===== src/rtl/ppi_pkg.sv =====
// Shared definitions for the parallel I/O register file.
// Assumes an 8-bit data path; the address map and mode codes are fixed.
package ppi_pkg;
    localparam int PORT_CNT = 3;

    typedef enum logic [1:0] {
        SEL_A    = 2'b00,
        SEL_B    = 2'b01,
        SEL_C    = 2'b10,
        SEL_CTRL = 2'b11
    } ppi_sel_e;

    typedef enum logic [1:0] {
        GMODE_BASIC   = 2'd0,
        GMODE_STROBED = 2'd1,
        GMODE_BIDIR   = 2'd2
    } ppi_gmode_e;
endpackage


===== src/rtl/ppi_bus_decode.sv =====
// Turns bus select/address/strobes into one-cycle write enables.
// Assumes the strobes are synchronous to clk; every low-write cycle is one write.
module ppi_bus_decode
    import ppi_pkg::*;
#(
    parameter int NPORT = PORT_CNT
) (
    input  logic             clk,
    input  logic             rst_n,
    input  logic             cs_n,
    input  logic [1:0]       addr,
    input  logic             wr_n,
    input  logic             rd_n,
    input  logic             din_msb,
    output logic             mode_we,
    output logic             bit_we,
    output logic [NPORT-1:0] port_we,
    output logic             rd_en
);
    logic wr_en;

    // Qualify strobes with select.
    always_comb begin
        wr_en = !cs_n && !wr_n;
        rd_en = !cs_n && !rd_n;
    end

    // Control address: bit 7 of data picks configuration or single-bit word.
    always_comb begin
        mode_we = wr_en && (addr == SEL_CTRL) && din_msb;
        bit_we  = wr_en && (addr == SEL_CTRL) && !din_msb;
    end

    // One data-latch enable per port address.
    for (genvar gi = 0; gi < NPORT; gi++) begin : g_port_we
        assign port_we[gi] = wr_en && (addr == 2'(gi));
    end

    p_one_target_r7: assert property (@(posedge clk) disable iff (!rst_n)
        $onehot0({mode_we, bit_we, port_we}));

    p_cs_gate_r8: assert property (@(posedge clk) disable iff (!rst_n)
        cs_n |-> !(mode_we || bit_we || (|port_we) || rd_en));
endmodule


===== src/rtl/ppi_ctrl_reg.sv =====
// Holds the configuration word and decodes directions and group modes.
// Assumes mode_we is only raised for words with bit 7 set.
module ppi_ctrl_reg
    import ppi_pkg::*;
#(
    parameter int         W        = 8,
    parameter logic [W-1:0] RST_WORD = 8'h9B
) (
    input  logic         clk,
    input  logic         rst_n,
    input  logic         mode_we,
    input  logic [W-1:0] wdata,
    output logic [W-1:0] ctrl_q,
    output logic [1:0]   a_mode,
    output logic         b_mode,
    output logic         pa_in,
    output logic         pb_in,
    output logic         pcu_in,
    output logic         pcl_in
);
    // Store the configuration word; reset loads the all-input default.
    always_ff @(posedge clk) begin
        if (!rst_n)       ctrl_q <= RST_WORD;
        else if (mode_we) ctrl_q <= wdata;
    end

    // Decode mode fields and direction flags from the stored word.
    always_comb begin
        if (ctrl_q[6])      a_mode = GMODE_BIDIR;
        else if (ctrl_q[5]) a_mode = GMODE_STROBED;
        else                a_mode = GMODE_BASIC;
        b_mode = ctrl_q[2];
        pa_in  = ctrl_q[4];
        pcu_in = ctrl_q[3];
        pb_in  = ctrl_q[1];
        pcl_in = ctrl_q[0];
    end

    p_reset_word_r1: assert property (@(posedge clk)
        !rst_n |=> (ctrl_q == RST_WORD));

    p_load_word_r2: assert property (@(posedge clk) disable iff (!rst_n)
        mode_we |=> (ctrl_q == $past(wdata)));

    p_hold_word_r6: assert property (@(posedge clk) disable iff (!rst_n)
        !mode_we |=> $stable(ctrl_q));

    p_mode_legal_r3: assert property (@(posedge clk) disable iff (!rst_n)
        a_mode != 2'd3);
endmodule


===== src/rtl/ppi_port_latches.sv =====
// Output latches for ports A, B and C with clear-on-configure and
// single-bit update of port C. Assumes at most one enable per cycle.
module ppi_port_latches
    import ppi_pkg::*;
#(
    parameter int W     = 8,
    parameter int NPORT = PORT_CNT,
    parameter int PC_IX = 2
) (
    input  logic                      clk,
    input  logic                      rst_n,
    input  logic                      mode_we,
    input  logic                      bit_we,
    input  logic [NPORT-1:0]          port_we,
    input  logic [W-1:0]              wdata,
    output logic [NPORT-1:0][W-1:0]   lat_q
);
    localparam int IDX_W = $clog2(W);

    logic [IDX_W-1:0] bit_idx;
    logic             bit_val;

    // Extract the bit index and value of a single-bit word.
    always_comb begin
        bit_idx = wdata[IDX_W:1];
        bit_val = wdata[0];
    end

    for (genvar gi = 0; gi < NPORT; gi++) begin : g_lat
        // Per-port latch: reset and configuration clear, then byte or bit load.
        always_ff @(posedge clk) begin
            if (!rst_n || mode_we)
                lat_q[gi] <= '0;
            else if (port_we[gi])
                lat_q[gi] <= wdata;
            else if ((gi == PC_IX) && bit_we)
                lat_q[gi][bit_idx] <= bit_val;
        end
    end

    p_clear_all_r5: assert property (@(posedge clk) disable iff (!rst_n)
        mode_we |=> (lat_q == '0));

    p_bit_only_r6: assert property (@(posedge clk) disable iff (!rst_n)
        bit_we |=> (((lat_q[PC_IX] ^ $past(lat_q[PC_IX]))
                     & ~(W'(1) << $past(bit_idx))) == '0));

    p_bit_value_r6: assert property (@(posedge clk) disable iff (!rst_n)
        bit_we |=> (lat_q[PC_IX][$past(bit_idx)] == $past(bit_val)));
endmodule


===== src/rtl/ppi_read_mux.sv =====
// Builds the read view of each port (pins where input, latch where
// output) and selects the addressed value. Zero when no read is active.
module ppi_read_mux
    import ppi_pkg::*;
#(
    parameter int W     = 8,
    parameter int NPORT = PORT_CNT
) (
    input  logic                    rd_en,
    input  logic [1:0]              addr,
    input  logic [W-1:0]            ctrl_q,
    input  logic [NPORT-1:0][W-1:0] lat,
    input  logic [NPORT-1:0][W-1:0] pins,
    input  logic [NPORT-1:0][W-1:0] in_mask,
    output logic [W-1:0]            dout
);
    logic [NPORT-1:0][W-1:0] view;

    for (genvar gi = 0; gi < NPORT; gi++) begin : g_view
        assign view[gi] = (pins[gi] & in_mask[gi]) | (lat[gi] & ~in_mask[gi]);
    end

    // Select the addressed source during an active read.
    always_comb begin
        dout = '0;
        if (rd_en) begin
            if (addr == SEL_CTRL) dout = ctrl_q;
            else                  dout = view[addr];
        end
    end
endmodule


===== src/rtl/ppi_regfile.sv =====
// Register file of a three-port parallel I/O controller: bus decode,
// configuration word, port latches and read-back. Handshake timing is
// provided by the logic that consumes the direction and mode outputs.
module ppi_regfile
    import ppi_pkg::*;
#(
    parameter int           W        = 8,
    parameter logic [W-1:0] RST_WORD = 8'h9B
) (
    input  logic         clk,
    input  logic         rst_n,
    input  logic         cs_n,
    input  logic [1:0]   addr_i,
    input  logic         rd_n,
    input  logic         wr_n,
    input  logic [W-1:0] din_i,
    output logic [W-1:0] dout_o,
    input  logic [W-1:0] pa_pins_i,
    input  logic [W-1:0] pb_pins_i,
    input  logic [W-1:0] pc_pins_i,
    output logic [W-1:0] pa_lat_o,
    output logic [W-1:0] pb_lat_o,
    output logic [W-1:0] pc_lat_o,
    output logic         pa_dir_in_o,
    output logic         pb_dir_in_o,
    output logic         pcu_dir_in_o,
    output logic         pcl_dir_in_o,
    output logic [1:0]   grp_a_mode_o,
    output logic         grp_b_mode_o
);
    localparam int NPORT = PORT_CNT;
    localparam int HALF  = W / 2;

    logic                    mode_we, bit_we, rd_en;
    logic [NPORT-1:0]        port_we;
    logic [W-1:0]            ctrl_q;
    logic [NPORT-1:0][W-1:0] lat_q, pins, in_mask;

    ppi_bus_decode #(.NPORT(NPORT)) u_dec (
        .clk(clk), .rst_n(rst_n), .cs_n(cs_n), .addr(addr_i),
        .wr_n(wr_n), .rd_n(rd_n), .din_msb(din_i[W-1]),
        .mode_we(mode_we), .bit_we(bit_we), .port_we(port_we), .rd_en(rd_en)
    );

    ppi_ctrl_reg #(.W(W), .RST_WORD(RST_WORD)) u_ctrl (
        .clk(clk), .rst_n(rst_n), .mode_we(mode_we), .wdata(din_i),
        .ctrl_q(ctrl_q), .a_mode(grp_a_mode_o), .b_mode(grp_b_mode_o),
        .pa_in(pa_dir_in_o), .pb_in(pb_dir_in_o),
        .pcu_in(pcu_dir_in_o), .pcl_in(pcl_dir_in_o)
    );

    ppi_port_latches #(.W(W), .NPORT(NPORT), .PC_IX(2)) u_lat (
        .clk(clk), .rst_n(rst_n), .mode_we(mode_we), .bit_we(bit_we),
        .port_we(port_we), .wdata(din_i), .lat_q(lat_q)
    );

    // Gather pins and per-bit input masks for the read view.
    always_comb begin
        pins[0]    = pa_pins_i;
        pins[1]    = pb_pins_i;
        pins[2]    = pc_pins_i;
        in_mask[0] = {W{pa_dir_in_o}};
        in_mask[1] = {W{pb_dir_in_o}};
        in_mask[2] = {{HALF{pcu_dir_in_o}}, {(W - HALF){pcl_dir_in_o}}};
    end

    ppi_read_mux #(.W(W), .NPORT(NPORT)) u_rd (
        .rd_en(rd_en), .addr(addr_i), .ctrl_q(ctrl_q), .lat(lat_q),
        .pins(pins), .in_mask(in_mask), .dout(dout_o)
    );

    // Expose latches on the port outputs.
    always_comb begin
        pa_lat_o = lat_q[0];
        pb_lat_o = lat_q[1];
        pc_lat_o = lat_q[2];
    end

    p_idle_zero_r10: assert property (@(posedge clk) disable iff (!rst_n)
        rd_n |-> (dout_o == '0));

    p_no_select_r8: assert property (@(posedge clk) disable iff (!rst_n)
        cs_n |=> ($stable(ctrl_q) && $stable(pa_lat_o)
                  && $stable(pb_lat_o) && $stable(pc_lat_o)));

    p_reset_state_r1: assert property (@(posedge clk)
        !rst_n |=> (pa_dir_in_o && pb_dir_in_o && pcu_dir_in_o && pcl_dir_in_o
                    && lat_q == '0));
endmodule


===== config.mk =====
export PLATFORM = sky130hd
export DESIGN_NAME = ppi_regfile
export DESIGN_NICKNAME = d
export VERILOG_FILES = /design/src/rtl/ppi_pkg.sv /design/src/rtl/ppi_bus_decode.sv /design/src/rtl/ppi_ctrl_reg.sv /design/src/rtl/ppi_port_latches.sv /design/src/rtl/ppi_read_mux.sv /design/src/rtl/ppi_regfile.sv
export SDC_FILE = /design/constraint.sdc
export NUM_CORES = 1
export LEC_CHECK = 0
export BUFFER_PORTS_ARGS = -buffer_cell sky130_fd_sc_hd__buf_4
export CAP_MARGIN = 5
export CORE_MARGIN = 2
export CORE_UTILIZATION = 49
export DETAILED_ROUTE_END_ITERATION = 7
export HOLD_SLACK_MARGIN = 0.06
export PLACE_DENSITY = 0.81
export SLEW_MARGIN = 40
export SYNTH_ARGS = -nofsm -noshare
export SYNTH_HDL_FRONTEND = slang
export SYNTH_SLANG_ARGS = --single-unit

===== constraint.sdc =====
create_clock -name clk -period 3.8 [get_ports clk]
set_clock_uncertainty 0.15 [all_clocks]
set_input_delay 0.57 -clock clk [delete_from_list [all_inputs] [get_ports clk]]
set_output_delay 0.57 -clock clk [all_outputs]
set_load 0.05 [all_outputs]

# Word-level counts from Yosys, hierarchy flattened

Cells that the tools add are included.

Register bits: 32
Output and inout bits: 39
Word-level logic and storage cells: 50

$lt $le $gt $ge: 3
Equal/unequal tests: 3
Multiplexer cells: 11
Bitwise operators: 12
Reductions and logical operators: 17

Operators with widths:

| cell                                                              | number |
|---|---|
| bitwise AND 8 bit                                                 | 6 |
| two-way mux 8 bit                                                 | 5 |
| NOT 8 bit                                                         | 3 |
| OR 8 bit                                                          | 3 |
| binary-select mux 8 bit (select 2 bit)                            | 1 |
| logical AND 1 bit                                                 | 9 |
| bitwise mux 8 bit                                                 | 1 |
| logical NOT 1 bit                                                 | 5 |
| == test 2 bit, second input constant                              | 2 |
| < comparator 3 x 4 -> 1 bit, second input constant                | 1 |
| demux 1 bit (select 3 bit)                                        | 1 |
| greater-or-equal comparator 3 x 1 -> 1 bit, second input constant | 1 |
| < comparator 2 x 3 -> 1 bit, second input constant                | 1 |
| == test 2 x 1 -> 1 bit, second input constant                     | 1 |
| logical NOT 2 bit                                                 | 1 |
| two-way mux 1 bit                                                 | 2 |
| two-way mux 2 bit                                                 | 1 |
| nonzero test 2 bit                                                | 1 |
| logical OR 1 bit                                                  | 1 |

# Depth between registers and ports, before layout

Gate-level depths: netlist of the first run.

Depth after elaboration: 7
Depth in mapped cells: 6
Mapped depth without buffers: 4

# By module

Synthesis of the first run repeated with hierarchy kept, for this count alone.

Cell total of the unflattened synthesis: 197
Area, all modules: 1891.8 um^2

By module, submodules not included:

| module           | times used | cells each | area an instance (um^2) | sequential area each (um^2) |
|---|---|---|---|---|
| ppi_port_latches | 1          | 102        | 1039.7                  | 480.5 |
| ppi_read_mux     | 1          | 56         | 461.7                   | 0.0 |
| ppi_ctrl_reg     | 1          | 32         | 340.3                   | 160.2 |
| ppi_bus_decode   | 1          | 7          | 50.0                    | 0.0 |

# Worst setup path before layout of the first run

No wires, ideal clock.

Path kind: register to output
Start: reg u_ctrl.ctrl_q[4]
End: out dout_o[4]
Arrival time: 2488 ps
Data required time: 3080 ps
Setup slack: 592 ps
Cell stages (with the launch flop): 4
Path buffers: 1
Path through: dfxtp_1 > buf_1 > o221ai_1 > a211oi_1

Word-level cells in the longest chain between the ends: 7

RTL lines:

| what                                    | line               | source |
|---|---|---|
| from (decl)                             | ppi_ctrl_reg.sv:13 | `output logic [W-1:0] ctrl_q,` |
| from (signal assigned)                  | ppi_ctrl_reg.sv:24 | `else if (mode_we) ctrl_q <= wdata;` |
| NOT 8 bit                               | ppi_read_mux.sv:20 | `assign view[gi] = (pins[gi] & in_mask[gi]) \| (lat[gi] & ~in_mask[gi]);` |
| bitwise AND 8 bit                       | ppi_read_mux.sv:20 |  |
| OR 8 bit                                | ppi_read_mux.sv:20 |  |
| binary-select mux 8 bit (select 2 bit)  | ppi_read_mux.sv:28 | `else dout = view[addr];` |
| two-way mux 8 bit (not written as such) | ppi_read_mux.sv:28 |  |
| two-way mux 8 bit *                     | ppi_read_mux.sv:27 | `if (addr == SEL_CTRL) dout = ctrl_q;` |
| two-way mux 8 bit *                     | ppi_read_mux.sv:26 | `if (rd_en) begin` |
| to (decl)                               | ppi_regfile.sv:17  | `output logic [W-1:0] dout_o,` |

Every way passes the cells marked *; elsewhere a longest branch is shown, timed or not. The select of a mux whose other input is x is not followed.

# Final worst setup path of the first run

Start: reg u_ctrl.ctrl_q[4]
End: out dout_o[0]

Word-level cells in the longest chain between the ends: 7

RTL lines:

| what                                      | line |
|---|---|
| NOT 8 bit                                 | ppi_read_mux.sv:20 |
| bitwise AND 8 bit                         | ppi_read_mux.sv:20 |
| OR 8 bit *                                | ppi_read_mux.sv:20 |
| binary-select mux 8 bit (select 2 bit) *  | ppi_read_mux.sv:28 |
| two-way mux 8 bit (not written as such) * | ppi_read_mux.sv:28 |
| two-way mux 8 bit *                       | ppi_read_mux.sv:27 |
| two-way mux 8 bit *                       | ppi_read_mux.sv:26 |

Marks and branches as above.

==> results of run 1 <==
[layout make-up]
type | instances | area (sq um) | share of cell area [%]
Clock inverter | 2 | 35.0 | 1.37
Timing Repair Buffer | 77 | 578 | 22.5
Inverter | 2 | 7.51 | 0.293
Multi-Input combinational cell | 182 | 1170 | 45.7
Tap cell | 48 | 60.1 | 2.34
Clock buffer | 6 | 72.6 | 2.83
Sequential cell | 32 | 641 | 25.0
[through the flow]
stage / total power, mW / utilization [%] / area, sq um / setup slack (ns) / instances
finish: 0.858 / 69.0 / 2560 / 1.12 / 349
global route: 0.889 / 69.0 / 2560 / 1.08 / 349
CTS: 0.855 / 69.0 / 2560 / 1.16 / 349
detailed placement: 0.538 / 66.1 / 2460 / 1.36 / 341
global placement: 0.535 / 66.0 / 2450 / 1.36 / 341
floorplan: 0.469 / - / 1920 / 0.592 / 237
[kinds of logic after synthesis]
group                  synth area share [%]
buffers and inverters                  5.81
multiplexers                           18.5
XOR/XNOR                              0.457
AO/OA/AOI/OAI                          13.9
AND/OR/NAND/NOR                        28.0
flip-flops                             33.4
[routing by layer]
metal | wire, microns | global-route usage, % | vias to the layer above
met5 | 0 | 0 | -
met4 | 138 | 11.5 | 0
met3 | 568 | 5.91 | 14
met2 | 2780 | 44.8 | 120
met1 | 2320 | 36.2 | 926
li1 | - | - | 953
[critical path: cells and delay by family (launching register included)]
| family | cells | cell delay (ns) |
|---|---|---|
| compound gates | 3 | 0.71 |
| buf+inv | 1 | 0.23 |
| flops | 1 | 0.73 |
[power by group through the flow]
| stage | Combinational, mW | Clock [mW] | Sequential [mW] |
|---|---|---|---|
| floorplan | 0.0886 | 0 | 0.380 |
| global placement | 0.177 | 0 | 0.359 |
| detailed placement | 0.179 | 0 | 0.359 |
| CTS | 0.179 | 0.324 | 0.351 |
| global route | 0.191 | 0.345 | 0.352 |
| finish | 0.180 | 0.326 | 0.351 |
[cells in the mapped netlist (5+ instances only)]
library cell | number | share of area, %
mux2i_1 | 32 | 17
nand2b_1 | 6 | 2.0
nand3_1 | 5 | 1.3
clkbuf_1 | 11 | 2.2
o22ai_1 | 5 | 1.6
dfxtp_1 | 32 | 33
buf_2 | 5 | 1.3
nor2_1 | 16 | 3.1
a21oi_1 | 17 | 4.4
nand2_1 | 37 | 7.2
o21ai_0 | 9 | 2.3
nor2_2 | 8 | 2.6
[flip-flops by register name (all words and copies together), names as in the netlist]
| register | cells |
|---|---|
| u_ctrl.ctrl_q | 8 |
| u_lat.lat_q | 24 |
[path summary, 6_finish.rpt]
| kind | start | end | slack, ns |
|---|---|---|---|
| worst max-delay path | u_ctrl.ctrl_q[4] | dout_o[0] | 1.12 |
| worst min-delay path | u_ctrl.ctrl_q[7] | u_ctrl.ctrl_q[7] | 0.31 |
| worst max register to register | u_ctrl.ctrl_q[4] | u_ctrl.ctrl_q[4] | 2.66 |
| worst min register to register | u_ctrl.ctrl_q[7] | u_ctrl.ctrl_q[7] | 0.31 |
==> impl_metrics.json, run 1 <==
{
  "synth_edf_count": 0,
  "setup_tns_ns": 0,
  "final_nets": 339,
  "comb_power_share_pct": 21.0,
  "route.detailed.drc": 0,
  "drive_gt1_share_pct": 34.9,
  "grt_pass1_wl_microns": 9170,
  "first_global_vias": 1838,
  "crit_path_cell_trace": "a211oi_1, a211o_1, a21oi_1, buf_4",
  "fillers": 311,
  "p_leak_nw": 1.23,
  "worst_pin_slew_ns": 0.782,
  "async_flop_share_pct": 0,
  "worstSetupPathType": "flop to primary output",
  "critPathLaunchType": "flop",
  "postRouteAntennaNets": 0,
  "wirelength_microns": 5800,
  "port_buffers": 77,
  "detail_route.vias_per_cell": 5.77,
  "dieHeight_microns": 66.6,
  "hold_path_class": "flop to flop",
  "sw_frac_of_total_pct": 29.2,
  "area_growth_pct": 33.7,
  "path_max_fanout": 14,
  "max_cap_violations": 0,
  "yosys_warnings": 0,
  "syn_nets": 276,
  "ys_ff_latch": 32,
  "place.gp.congestion": 0.912,
  "ir_drop_mv": 0.226,
  "drv_slew": 0,
  "fmax_ghz": 0.373,
  "post_cts_resized": 0,
  "drtIter0Drc": 212,
  "antenna_cells": 0,
  "antenna_found_initial": 0,
  "cts.sinks": 32,
  "cts_root_buffer": "clkbuf_8",
  "io_pins": 78,
  "period_share_pct": 70.5,
  "grt_overflow_total": 0,
  "synth_cells": 237,
  "internal-power_mw": 0.608,
  "reg2reg_depth": 2,
  "clkPwrFrac_pct": 38.0,
  "htree_levels": 2,
  "switchingPower_mw": 0.251,
  "synth.distinct_cells": 43,
  "timing.hold.ws_ns": 0.308,
  "post_cts_buffers": 0,
  "fin_crit_ns": 2.68,
  "cp_slowest_cell": "dfxtp_1",
  "core_sq_um": 3720,
  "tritoncts": "done",
  "grt_usage_pct": 27.9,
  "worstSkewPairLatency_ns": 0.29,
  "critPathCaptureType": "primary output",
  "setup_viol": 0,
  "ys.flop_type": "dfxtp_1",
  "rows": 22,
  "mostFrequentLayoutCells": "77 x buf_4, 37 x nand2_1, 32 x mux2i_1, 32 x dfxtp_1, 17 x a21oi_1",
  "max_stage_delay_ns": 0.73,
  "die_area_sq_um": 4430,
  "critPathRequiredTime_ns": 3.08,
  "grt_setup_unrepaired": "false",
  "clockBufferDepth": 2,
  "final_common_cell": "buf_4",
  "syn_area_sq_um": 1920,
  "final_hold_viol_count": 0,
  "ys_seq_area_share_pct": 33.4,
  "start_util_pct": 51.6,
  "seqPwrFrac_pct": 40.9,
  "wl_per_cell_microns": 16.6,
  "hold_buffers": 0,
  "p_per_area_nw_per_um2": 335,
  "dr.pass1.iters": 4,
  "status": "complete, no violations",
  "clk_pin_slew_worst_paths_ns": 0.07,
  "post-dp-hpwl_microns": 4250,
  "cp.arrival_ns": 1.96,
  "cts_made_buffers": 5,
  "hold_depth": 1,
  "slew_headroom_pct": 47.7,
  "via_count": 2013,
  "grt_max_degree": 26,
  "avgSynthCellArea_sq_um": 8.09,
  "die_x_microns": 66.6
}
Note: power is estimated with default switching activity, not from simulation.
==> run 2, diff against run 1 <==
- CORE_UTILIZATION: 49 -> 43
- PLACE_DENSITY: 0.81 -> 0.75
- clock period: 3.8 -> 2.4 ns (I/O delays scaled with it)
==> run 2 against run 1 <==
Against the previous run:
- sequential share of layout area shrank 0.59 points
- global-route usage shrank 3.6 points
- worst setup slack lost 1.0 ns
- critical path type unchanged
==> impl_metrics.json, run 2 (synthesis results as in run 1) <==
{
  "critPathCaptureType": "primary output",
  "final_common_cell": "buf_4",
  "worstSetupPathType": "flop to primary output",
  "worstSkewPairLatency_ns": 0.29,
  "critPathRequiredTime_ns": 1.89,
  "hold_path_class": "primary input to flop",
  "crit_path_cell_trace": "mux2i_1, a211o_1, a21oi_2, buf_4",
  "io_pins": 78,
  "wl_per_cell_microns": 16.4,
  "multi_input_comb_area_sq_um": 1200,
  "grt_max_degree": 26,
  "hold_start": "rst_n",
  "hold_depth": 2,
  "period_share_pct": 95.2,
  "ir_drop_mv": 0.357,
  "mostFrequentLayoutCells": "81 x buf_4, 37 x nand2_1, 32 x mux2i_1, 31 x dfxtp_1, 15 x a21oi_1",
  "tritoncts": "done",
  "port_buffers": 77,
  "start_util_pct": 44.4,
  "path_max_fanout": 11,
  "wirelength_microns": 5860,
  "die_x_microns": 70.8,
  "cp.arrival_ns": 1.77,
  "crit_family": "flip-flops",
  "hold_path_end": "u_ctrl.ctrl_q[4]",
  "route.detailed.drc": 0,
  "cp_slowest_cell": "dfxtp_1",
  "worst_pin_slew_ns": 0.557,
  "final_nets": 343,
  "max_cap_violations": 0,
  "status": "complete, no violations",
  "max_stage_delay_ns": 0.65,
  "cts.sinks": 32,
  "final_hold_viol_count": 0,
  "regArea_sq_um": 642,
  "r2r-end": "u_lat.lat_q[21]",
  "post-dp-hpwl_microns": 4400,
  "antenna_cells": 0,
  "clk_pin_slew_worst_paths_ns": 0.07,
  "hold_buffers": 0,
  "final_area_sq_um": 2630,
  "grt_setup_unrepaired": "false",
  "largest_reg_flops": 24,
  "dieHeight_microns": 70.8,
  "fin_crit_ns": 2.28,
  "final_util_pct": 60.9,
  "critPathLaunchType": "flop",
  "slew_headroom_pct": 62.7,
  "reg2reg_depth": 3,
  "core_sq_um": 4320,
  "top_register": "u_lat.lat_q",
  "placed_area_sq_um": 2520,
  "place_ws_ns": 0.350,
  "setup_viol": 0,
  "worst-path-buf-inv": 1,
  "setup_tns_ns": 0,
  "htree_levels": 2,
  "r2r-start": "u_lat.lat_q[21]",
  "cts_root_buffer": "clkbuf_8",
  "via_count": 1941,
  "die_area_sq_um": 5010,
  "clockBufferDepth": 2,
  "r2r_setup_slack_ns": 1.32,
  "first_global_vias": 1872,
  "reg_top3": "u_lat.lat_q (24), u_ctrl.ctrl_q (8)",
  "rows": 24,
  "finalPower_mw": 1.37,
  "postRouteAntennaNets": 0,
  "cts_made_buffers": 5,
  "grt_overflow_total": 0,
  "place.gp.congestion": 0.874,
  "detail_route.vias_per_cell": 5.44,
  "fmax_ghz": 0.438,
  "drtIter0Drc": 108,
  "p_per_area_nw_per_um2": 520,
  "antenna_found_initial": 0,
  "fillers": 396,
  "p_leak_nw": 1.25,
  "dr.pass1.iters": 4,
  "drv_slew": 0,
  "area_growth_pct": 37.2,
  "grt_usage_pct": 24.3,
  "drive_gt1_share_pct": 38.7,
  "grt_pass1_wl_microns": 9460,
  "layout_setup_ws_ns": 0.116
}
==> run 2: how the worst max path moves through the flow <==
stage | start | endpoint | cells past startpoint
after floorplan | u_ctrl.ctrl_q[4] | dout_o[4] | 3
after global placement | addr_i[0] | dout_o[4] | 5
after detailed placement | addr_i[1] | u_lat.lat_q[4] | 6
after CTS | u_ctrl.ctrl_q[4] | dout_o[1] | 4
after global routing | u_ctrl.ctrl_q[1] | dout_o[0] | 4
final | u_ctrl.ctrl_q[1] | dout_o[0] | 4
==> run 2: layout make-up <==
| class | count | share of cell area, % |
|---|---|---|
| Inverter | 2 | 0.285 |
| Multi-Input combinational cell | 182 | 45.5 |
| Timing Repair Buffer | 81 | 23.1 |
| Sequential cell | 32 | 24.4 |
| Clock inverter | 3 | 1.62 |
| Clock buffer | 5 | 2.61 |
| Tap cell | 52 | 2.47 |
==> run 2: power by group <==
group	internal [mW]	total (mW)	switching [mW]
Clock	0.307	0.517	0.210
Sequential	0.543	0.557	0.0142
Combinational	0.117	0.295	0.178
Total	0.967	1.37	0.402
==> run 2: metal layers <==
metal / track usage, % / vias to the layer above / wire [microns]
li1: - / 959 / -
met2: 39.7 / 83 / 2860
met5: 0 / - / 0
met3: 4.13 / 11 / 517
met4: 9.43 / 0 / 138
met1: 32.2 / 888 / 2350
==> run 2: stage by stage <==
| step | std cells | hold slack (ns) |
|---|---|---|
| finish | 357 | 0.165 |
| CTS | 357 | 0.159 |
| detailed placement | 349 | 0.298 |
| global route | 357 | 0.176 |
| global placement | 349 | 0.304 |
| floorplan | 237 | 0.267 |
==> run 2: repair_timing <==
action,CTS,global route
gates resized for setup,0,1
setup buffers,0,0
setup endpoints to repair,0,4
==> run 3, diff against run 2 <==
- CORE_UTILIZATION: 43 -> 49
- PLACE_DENSITY: 0.75 -> 0.81
- clock period: 2.4 -> 2.8 ns (I/O delays scaled with it)
==> run 3 against run 2 <==
Against the previous run:
- non-clock buffer count is the same
- worst setup slack gained 0.32 ns
- utilization grew 9.2 points
- clock power shrank 13%
- critical path depth is the same
- count of clock-buffer cells in the layout is the same
- final cell count shrank 1.1%
- power shrank 14%
- critical path type unchanged
- critical endpoint is now dout_o[1]
==> impl_metrics.json, run 3 (synthesis results as in run 1) <==
{
  "status": "complete, no violations",
  "worst_pin_slew_ns": 0.595,
  "max_cap_violations": 0,
  "cts_root_buffer": "clkbuf_8",
  "hold_path_class": "primary input to flop",
  "hold_start": "rst_n",
  "drv_slew": 0,
  "finalPower_mw": 1.17,
  "final_hold_viol_count": 0,
  "rows": 22,
  "r2r-end": "u_ctrl.ctrl_q[4]",
  "worstSkewPairLatency_ns": 0.29,
  "hold_depth": 2,
  "final_common_cell": "buf_4",
  "antenna_found_initial": 0,
  "dieHeight_microns": 66.6,
  "io_pins": 78,
  "hold_path_end": "u_ctrl.ctrl_q[3]",
  "antenna_cells": 0,
  "detail_route.vias_per_cell": 5.62,
  "wl_per_cell_microns": 16.2,
  "p_per_area_nw_per_um2": 451,
  "period_share_pct": 84.4,
  "grt_usage_pct": 27.6,
  "post_cts_buffers": 0,
  "start_util_pct": 51.6,
  "top_register": "u_lat.lat_q",
  "p_leak_nw": 1.25,
  "tritoncts": "done",
  "drtIter0Drc": 182,
  "reg_top3": "u_lat.lat_q (24), u_ctrl.ctrl_q (8)",
  "core_sq_um": 3720,
  "die_x_microns": 66.6,
  "setup_viol": 0,
  "post_cts_resized": 0,
  "route.detailed.drc": 0,
  "fmax_ghz": 0.423,
  "grt_pass1_wl_microns": 9030,
  "port_buffers": 77,
  "final_nets": 343,
  "grt_setup_unrepaired": "false",
  "postRouteAntennaNets": 0,
  "htree_levels": 2,
  "r2r-start": "u_ctrl.ctrl_q[4]",
  "reg2reg_depth": 2,
  "critPathCaptureType": "primary output",
  "post-dp-hpwl_microns": 4240,
  "largest_reg_flops": 24,
  "grt_overflow_total": 0,
  "setup_tns_ns": 0,
  "die_area_sq_um": 4430,
  "cp.arrival_ns": 1.79,
  "fillers": 330,
  "slew_headroom_pct": 60.2,
  "worstSetupPathType": "flop to primary output",
  "first_global_vias": 1820,
  "path_max_fanout": 14,
  "dr.pass1.iters": 4,
  "ir_drop_mv": 0.325,
  "wirelength_microns": 5720,
  "place.gp.congestion": 0.922,
  "drive_gt1_share_pct": 36.4,
  "critPathRequiredTime_ns": 2.23,
  "clk_pin_slew_worst_paths_ns": 0.07,
  "fin_crit_ns": 2.36,
  "area_growth_pct": 35.7,
  "final_util_pct": 70.0,
  "hold_buffers": 0,
  "r2r_setup_slack_ns": 1.69,
  "cts_made_buffers": 5,
  "clockBufferDepth": 2,
  "critPathLaunchType": "flop",
  "mostFrequentLayoutCells": "81 x buf_4, 37 x nand2_1, 32 x mux2i_1, 32 x dfxtp_1",
  "grt_max_degree": 26,
  "cts.sinks": 32,
  "via_count": 1984
}
-- run 3: cell types whose count changed in the layout (fill, tap and decap cells not counted) --
| cell | before | now |
|---|---|---|
| a21oi_1 | 15 | 16 |
| a21oi_4 | 1 | 0 |
| dfxtp_1 | 31 | 32 |
| dfxtp_2 | 1 | 0 |
| nor2_1 | 11 | 16 |
| nor2_2 | 13 | 8 |
-- run 3: routing by layer --
metal	track usage [%]	wire, microns	vias up
li1	-	-	961
met1	37.0	2370	918
met2	44.6	2730	96
met3	5.74	542	9
met4	7.91	73	0
met5	0	0	-
-- run 3: final cells by class --
class | instances | area, sq um | area share (%)
Inverter | 2 | 7.51 | 0.288
Multi-Input combinational cell | 182 | 1170 | 45.1
Timing Repair Buffer | 81 | 608 | 23.4
Clock buffer | 5 | 68.8 | 2.64
Clock inverter | 3 | 42.5 | 1.63
Tap cell | 48 | 60.1 | 2.31
Sequential cell | 32 | 641 | 24.6
-- run 3: worst max-delay path: stages (launching register included) --
cell and delay [ns]:
dfxtp_1 0.69, a211oi_1 0.15, a211o_1 0.31, a21oi_2 0.14, buf_4 0.21
-- run 3: worst max-delay path by stage --
stage                                 from          endpoint  cells after the start
after floorplan           u_ctrl.ctrl_q[1]         dout_o[0]                      4
after global placement           addr_i[0]         dout_o[7]                      6
after detailed placement         addr_i[1]  u_ctrl.ctrl_q[7]                      5
after CTS                 u_ctrl.ctrl_q[4]         dout_o[1]                      4
after global routing      u_ctrl.ctrl_q[4]         dout_o[1]                      4
final                     u_ctrl.ctrl_q[4]         dout_o[1]                      4
-- run 3: power breakdown --
group | internal (mW) | total, mW | switching (mW) | leakage (nW)
clock | 0.263 | 0.451 | 0.188 | 0.0541
combinational | 0.0977 | 0.247 | 0.150 | 0.933
sequential | 0.465 | 0.476 | 0.0111 | 0.259
total | 0.826 | 1.17 | 0.348 | 1.25
-- run 3: stage by stage --
step	hold WS [ns]	std cells	setup WS (ns)	area, sq um
after floorplan	0.267	237	0.136	1930
after global placement	0.281	345	0.684	2490
after detailed placement	0.284	345	0.672	2490
after CTS	0.214	353	0.458	2600
after global routing	0.213	353	0.339	2600
final	0.219	353	0.437	2600
